<file path="config.mk">
export PLATFORM = sky130hd
export DESIGN_NAME = spr_dma_engine
export DESIGN_NICKNAME = d
export VERILOG_FILES = /design/src/rtl/spr_dma_pkg.sv /design/src/rtl/spr_dma_trig_decode.sv /design/src/rtl/spr_dma_seq.sv /design/src/rtl/spr_dma_datapath.sv /design/src/rtl/spr_dma_engine.sv
export SDC_FILE = /design/constraint.sdc
export NUM_CORES = 1
export LEC_CHECK = 0
export CAP_MARGIN = 20
export CORE_MARGIN = 4
export CORE_UTILIZATION = 40
export DETAILED_ROUTE_END_ITERATION = 8
export DONT_BUFFER_PORTS = 1
export GPL_ROUTABILITY_DRIVEN = 0
export PLACE_DENSITY = 0.62
export SKIP_LAST_GASP = 1
export SYNTH_ARGS = -nofsm -noshare
export SYNTH_HDL_FRONTEND = slang
export SYNTH_SLANG_ARGS = --single-unit
</file>
<file path="constraint.sdc">
create_clock -name clk -period 1.48 [get_ports clk]
set_input_delay 0.296 -clock clk [delete_from_list [all_inputs] [get_ports clk]]
set_output_delay 0.296 -clock clk [all_outputs]
set_load 0.01 [all_outputs]
</file>
<file path="src/rtl/spr_dma_pkg.sv">
package spr_dma_pkg;
  typedef enum logic [1:0] {
    ST_IDLE  = 2'd0,
    ST_ALIGN = 2'd1,
    ST_READ  = 2'd2,
    ST_WRITE = 2'd3
  } dma_state_e;
endpackage

</file>
<file path="src/rtl/spr_dma_trig_decode.sv">
module spr_dma_trig_decode #(
  parameter int                ADDR_W    = 16,
  parameter logic [ADDR_W-1:0] TRIG_ADDR = 16'hC0F0
) (
  input  logic [ADDR_W-1:0] cpu_addr,
  input  logic              cpu_we,
  output logic              trig_hit
);
  always_comb begin
    trig_hit = cpu_we && (cpu_addr == TRIG_ADDR);
  end
endmodule

</file>
<file path="src/rtl/spr_dma_seq.sv">
module spr_dma_seq
  import spr_dma_pkg::*;
#(
  parameter int XFER_LEN = 256,
  localparam int IDX_W = $clog2(XFER_LEN)
) (
  input  logic             clk,
  input  logic             rst_n,
  input  logic             ce,
  input  logic             trig_hit,
  output logic             accept,
  output dma_state_e       state,
  output logic [IDX_W-1:0] idx
);
  localparam logic [IDX_W-1:0] LAST_IDX = IDX_W'(XFER_LEN - 1);

  dma_state_e       state_d;
  logic [IDX_W-1:0] idx_d;

  always_comb begin
    accept  = ce && trig_hit && (state == ST_IDLE);
    state_d = state;
    idx_d   = idx;
    if (ce) begin
      case (state)
        ST_IDLE: begin
          if (trig_hit) begin
            state_d = ST_ALIGN;
            idx_d   = '0;
          end
        end
        ST_ALIGN: state_d = ST_READ;
        ST_READ:  state_d = ST_WRITE;
        ST_WRITE: begin
          idx_d = idx + 1'b1;
          if (idx == LAST_IDX) begin
            state_d = ST_IDLE;
          end else begin
            state_d = ST_READ;
          end
        end
        default: state_d = ST_IDLE;
      endcase
    end
  end

  always_ff @(posedge clk or negedge rst_n) begin
    if (!rst_n) begin
      state <= ST_IDLE;
      idx   <= '0;
    end else begin
      state <= state_d;
      idx   <= idx_d;
    end
  end
endmodule

</file>
<file path="src/rtl/spr_dma_datapath.sv">
module spr_dma_datapath
  import spr_dma_pkg::*;
#(
  parameter int                ADDR_W   = 16,
  parameter int                DATA_W   = 8,
  parameter int                XFER_LEN = 256,
  parameter logic [ADDR_W-1:0] SPR_ADDR = 16'hC004,
  localparam int IDX_W  = $clog2(XFER_LEN),
  localparam int PAGE_W = ADDR_W - IDX_W
) (
  input  logic              clk,
  input  logic              rst_n,
  input  logic              ce,
  input  logic              accept,
  input  dma_state_e        state,
  input  logic [IDX_W-1:0]  idx,
  input  logic [DATA_W-1:0] cpu_wdata,
  input  logic [DATA_W-1:0] bus_rdata,
  output logic [ADDR_W-1:0] bus_addr,
  output logic [DATA_W-1:0] bus_wdata
);
  logic [PAGE_W-1:0] page_q, page_d;
  logic [DATA_W-1:0] byte_q, byte_d;
  logic [PAGE_W-1:0] page_src;

  generate
    if (PAGE_W <= DATA_W) begin : g_page_narrow
      assign page_src = cpu_wdata[PAGE_W-1:0];
    end else begin : g_page_wide
      assign page_src = {{(PAGE_W-DATA_W){1'b0}}, cpu_wdata};
    end
  endgenerate

  always_comb begin
    page_d = accept ? page_src : page_q;
    byte_d = (ce && state == ST_READ) ? bus_rdata : byte_q;
    if (state == ST_WRITE) begin
      bus_addr = SPR_ADDR;
    end else begin
      bus_addr = {page_q, idx};
    end
    bus_wdata = byte_q;
  end

  always_ff @(posedge clk or negedge rst_n) begin
    if (!rst_n) begin
      page_q <= '0;
      byte_q <= '0;
    end else begin
      page_q <= page_d;
      byte_q <= byte_d;
    end
  end
endmodule

</file>
<file path="src/rtl/spr_dma_engine.sv">
module spr_dma_engine
  import spr_dma_pkg::*;
#(
  parameter int                ADDR_W    = 16,
  parameter int                DATA_W    = 8,
  parameter int                XFER_LEN  = 256,
  parameter logic [ADDR_W-1:0] TRIG_ADDR = 16'hC0F0,
  parameter logic [ADDR_W-1:0] SPR_ADDR  = 16'hC004
) (
  input  logic              clk,
  input  logic              rst_n,
  input  logic              cpu_ce,
  input  logic [ADDR_W-1:0] cpu_addr,
  input  logic [DATA_W-1:0] cpu_wdata,
  input  logic              cpu_we,
  output logic              cpu_rdy,
  output logic              busy,
  output logic [ADDR_W-1:0] bus_addr,
  output logic [DATA_W-1:0] bus_wdata,
  input  logic [DATA_W-1:0] bus_rdata,
  output logic              bus_rd,
  output logic              bus_wr
);
  localparam int IDX_W = $clog2(XFER_LEN);

  // Reset: asserts at once, releases after two clock edges.
  logic [1:0] rst_sync;
  logic       rst_n_int;

  always_ff @(posedge clk or negedge rst_n) begin
    if (!rst_n) begin
      rst_sync <= 2'b00;
    end else begin
      rst_sync <= {rst_sync[0], 1'b1};
    end
  end
  assign rst_n_int = rst_sync[1];

  logic             trig_hit;
  logic             accept;
  dma_state_e       state;
  logic [IDX_W-1:0] idx;

  spr_dma_trig_decode #(
    .ADDR_W   (ADDR_W),
    .TRIG_ADDR(TRIG_ADDR)
  ) u_decode (
    .cpu_addr(cpu_addr),
    .cpu_we  (cpu_we),
    .trig_hit(trig_hit)
  );

  spr_dma_seq #(
    .XFER_LEN(XFER_LEN)
  ) u_seq (
    .clk     (clk),
    .rst_n   (rst_n_int),
    .ce      (cpu_ce),
    .trig_hit(trig_hit),
    .accept  (accept),
    .state   (state),
    .idx     (idx)
  );

  spr_dma_datapath #(
    .ADDR_W  (ADDR_W),
    .DATA_W  (DATA_W),
    .XFER_LEN(XFER_LEN),
    .SPR_ADDR(SPR_ADDR)
  ) u_data (
    .clk      (clk),
    .rst_n    (rst_n_int),
    .ce       (cpu_ce),
    .accept   (accept),
    .state    (state),
    .idx      (idx),
    .cpu_wdata(cpu_wdata),
    .bus_rdata(bus_rdata),
    .bus_addr (bus_addr),
    .bus_wdata(bus_wdata)
  );

  always_comb begin
    busy    = (state != ST_IDLE);
    cpu_rdy = !busy;
    bus_rd  = (state == ST_READ);
    bus_wr  = (state == ST_WRITE);
  end
endmodule

</file>
* Word level (Yosys, flattened, before mapping)
Cells that the tools add are included.
Word-level totals: output and inout bits 28, input bits 36, bits in registers 28
Cells by class: reductions and logical operators 10, eq/ne operators 6, mux-type cells 6, add/subtract/negate cells 1
Operator list (count):
- $eq A16 B16 Y1 const B | 1
- $mux W16 | 1
- $pmux W8 S2 | 1
- $add A8 B1 Y8 const B | 1
- $eq A8 B8 Y1 const B | 1
- $mux W8 | 1
- $pmux W2 S4 | 1
- $eq A2 B2 Y1 const B | 2
- $logic_and A1 B1 Y1 | 4
- $mux W2 | 2
- $reduce_bool A2 Y1 | 2
- $reduce_and A3 Y1 | 1
- $eq A2 B1 Y1 const B | 1
- $logic_not A2 Y1 | 1
- $ne A2 B1 Y1 const B | 1
- $reduce_and A2 Y1 | 1
- $logic_not A1 Y1 | 1

* Logic depth before layout (Yosys ltp)
word-level depth 4, depth in mapped cells 7, mapped depth without buffers 5

* By module
Synthesis repeated with hierarchy kept, for this count alone.
Second synthesis, totals: cells, all modules 119, area, all modules 1396.3 um^2
Modules (own cells, without submodules):
- spr_dma_datapath | instances 1, cells an instance 52, area each 734.5 um^2
- spr_dma_seq | instances 1, cells an instance 53, area each 518.0 um^2
- spr_dma_engine | instances 1, cells an instance 7, area each 80.1 um^2
- spr_dma_trig_decode | instances 1, cells an instance 7, area each 63.8 um^2

* Worst setup path before layout
OpenSTA, ideal clock, no wires.
path kind input -> register, start input cpu_addr[9], end register u_data.page_q[0], buffers on the path 2, stages on the path 6, required time 1.355 ns, library setup time 0.125 ns, arrival 1.700 ns, slack -0.345 ns, path through or4_4 -> nor4_4 -> and3_1 -> buf_6 -> buf_12 -> mux2_4
Between the ends: word-level cells in the longest chain between the ends 4
RTL lines:
- from (decl) | line spr_dma_engine.sv:13 | input logic [ADDR_W-1:0] cpu_addr,
- $eq A16 B16 Y1 | line spr_dma_trig_decode.sv:10 | trig_hit = cpu_we && (cpu_addr == TRIG_ADDR);
- $logic_and A1 B1 Y1 | line spr_dma_trig_decode.sv:10
- $logic_and A1 B1 Y1 (2 in series) | line spr_dma_seq.sv:21 | accept = ce && trig_hit && (state == ST_IDLE);
- to (signal assigned) | line spr_dma_datapath.sv:50 | page_q <= page_d;
- to (decl) | line spr_dma_datapath.sv:22 | logic [PAGE_W-1:0] page_q, page_d;
Every way passes these cells. A chain may end at the register's enable or synchronous reset.

* Worst setup path after layout
start register u_seq.state[1], end register u_data.page_q[1]
Between the ends: word-level cells in the longest chain between the ends 2
RTL lines:
- from (decl) | line spr_dma_seq.sv:12 | output dma_state_e state,
- from (signal assigned) | line spr_dma_seq.sv:52 | state <= state_d;
- $logic_not A2 Y1 | line spr_dma_seq.sv:21
- $logic_and A1 B1 Y1 | line spr_dma_seq.sv:21
Every way passes these cells.

==> run metrics <==
Util after Layout 49.9%; Max Buffers Root-to-Sink 2; EDFF count, synth 0; fin crit share 103%; worst hold start cpu_ce; FF-to-FF path depth 5; number of global-route vias before repair 911; reg2reg end u_data.page_q[1]$_DFFE_PN0P_; failing checks negative setup slack; Syn-to-layout area delta 21.2%; Post-DRT Antenna Nets 0; CTS buffer count 3; critical path type flip-flop to flip-flop; DR vias 926; Fillers 317; Total Routing Usage GR 13.1%; Final nets 172; Min-Delay Path Depth 1; # clock sinks 28; DR WL/cell 15.9 um; share of cells above drive strength 1 45.9%; top cells by area, synth dfrtp_1 (51%), mux2_2 (9.0%), and2_1 (6.4%), mux2_4 (5.5%), xnor2_1 (2.6%); Slew Viols, Final 0; number of remaining DRC errors 0; setup violators final 15; Post-Syn Area per Cell 11.4 um2; FF/Latch Area 703 um2; HP Class input port to flip-flop; row count 21; setup slack, reg-to-reg -40 ps; Die H 66.6 um; placed instance area 0.00148 mm2; sink of the worst hold path u_seq.state[0]$_DFFE_PN0P_; Hold WS 59.9 ps; Required @ worst endpoint 1690 ps; Hold Vio Cnt, Final 0; Gate Count Post-Synth 120; design area 0.00166 mm2; drt first pass iters 4; CP Launch Type flip-flop; H-tree levels 1; FMAX 0.657 GHz; global route overflow 0; Worst EP arrival 1740 ps; Worst-Skew Late Latency 320 ps; FF-to-FF Start u_seq.state[1]$_DFFE_PN0P_; Max-Cap Viols 0; Top FF cell, synth dfrtp_1; Pwr Density 1550 mW/mm2; Unique masters post-synth 32; ys async rst share 100%; most common cell in the netlist dfrtp_1; number of port buffers 0; fin crit period 1520 ps; largest net degree at the start of global routing 19; top cell type's share of synthesized area 51.0%; Initial Util 41.1%; RSZ-0062 raised after global routing true; CTS tree done; Crit. End Element flip-flop; DIE WIDTH 66.6 um; top cells by count, synth dfrtp_1 (28), and2_1 (14), mux2_2 (11), nor2_1 (9), nand2_1 (7); outcome finished with violations; number of DRC markers in iteration 0 60; routed vias/inst 5.17; die area 0.00443 mm2; CP max FO 9; final worst setup slack -43.0 ps; clk slew on worst S/H paths 140 ps; Routed WL 2.85 mm; IO Pins 64; number of synthesized register bits 28; Max VDD drop 988 uV; # diodes 0; Post-Syn Area 0.00137 mm2; Post-Place Cells 169; CTS Root Cell clkbuf_4; Post-Layout Cell Count 179; largest area contributor in the netlist dfrtp_1; YS warnings 0; sequential share of the synthesized area 51.0%; Synth Net Count 157; first-pass GRT wire length 4.44 mm; post-DP HPWL 2.12 mm; initial antenna violation count 0; clk_skew 9.16 ps; Multi-input gate area 691 um2; Pwr Total 2580 uW; CORE AREA 0.00334 mm2; Leak Pwr 0.000745 uW
==> worst max-delay path by stage <==
stage | endpoint | from | cells past startpoint
after floorplan | u_data.page_q[0]$_DFFE_PN0P_ | cpu_addr[9] | 6
after global placement | u_data.page_q[1]$_DFFE_PN0P_ | cpu_addr[9] | 5
after detailed placement | u_data.page_q[2]$_DFFE_PN0P_ | cpu_addr[9] | 5
after CTS | busy | u_seq.state[1]$_DFFE_PN0P_ | 4
after global routing | busy | u_seq.state[1]$_DFFE_PN0P_ | 4
final | u_data.page_q[1]$_DFFE_PN0P_ | u_seq.state[1]$_DFFE_PN0P_ | 5
==> logic make-up after synthesis <==
family                   after synthesis  synth area share (%)
other                                  1                 0.273
XOR/XNOR                               5                  3.19
AND/OR/NAND/NOR                       54                  22.6
flip-flops                            28                  51.0
multiplexers                          16                  14.5
AO/OA/AOI/OAI                          6                  3.28
adder cells (fa/ha/maj)                1                 0.911
buffers and inverters                  9                  4.19
==> state kept, by name, summed over array words and instances (netlist names) <==
name / count
u_data.bus_wdata: 8
u_seq.state: 2
u_data.page_q: 8
rst_sync: 2
u_seq.idx: 8
==> routing by layer <==
layer | up-vias | track usage [%] | wire (um)
met5 | - | 0 | 0
met4 | 0 | 1.52 | 13
li1 | 435 | - | -
met1 | 456 | 16.7 | 1140
met2 | 33 | 20.7 | 1440
met3 | 2 | 6.41 | 256
==> final cells by class <==
cell class                      count  area share, %
Clock buffer                        3           1.35
Sequential cell                    28           42.3
Multi-Input combinational cell     83           41.5
Timing Repair Buffer               16           10.8
Inverter                            3          0.677
Tap cell                           46           3.46
==> placed cells by master, fill, tap and decap left out, types with 2 or more instances in the layout <==
master	synthesis	layout
and2_4	0	13
buf_12	1	3
buf_4	0	7
buf_6	1	5
clkbuf_4	0	3
dfrtp_1	28	26
dfrtp_2	0	2
inv_1	3	2
mux2_2	11	11
mux2_4	5	5
nand2_1	7	5
nand2b_1	3	3
nand3_1	5	4
nand4_1	4	4
nor2_1	9	9
nor3_2	0	2
xnor2_1	4	4
==> repair_timing <==
item                                   CTS  global route
setup endpoints to repair               17            39
gates cloned                             1             0
setup buffers                            4             1
pin swaps                                3             2
endpoints found under the hold margin    2             0
hold buffers                             1             0
resized for setup                       23             9
==> power breakdown <==
part           switching [uW]  total (uW)  internal, uW
Sequential                239        1190           953
Combinational             507        1090           579
Clock                     203         298          95.4
==> critical path, cell delays in order, from the launching register on <==
cell	delay, ps
dfrtp_2	480
buf_12	150
nor2_4	100
and3_1	210
buf_12	150
mux2_2	330
==> per-stage QoR <==
stage | setup WS, ps | setup TNS [ps]
6_report | -43.0 | -225
5_1_grt | -83.2 | -1290
4_1_cts | -31.7 | -209
3_5_place_dp | -352 | -4060
3_3_place_gp | -346 | -3980
2_1_floorplan | -343 | -3020
No activity file was read; power rests on OpenSTA's default activity.
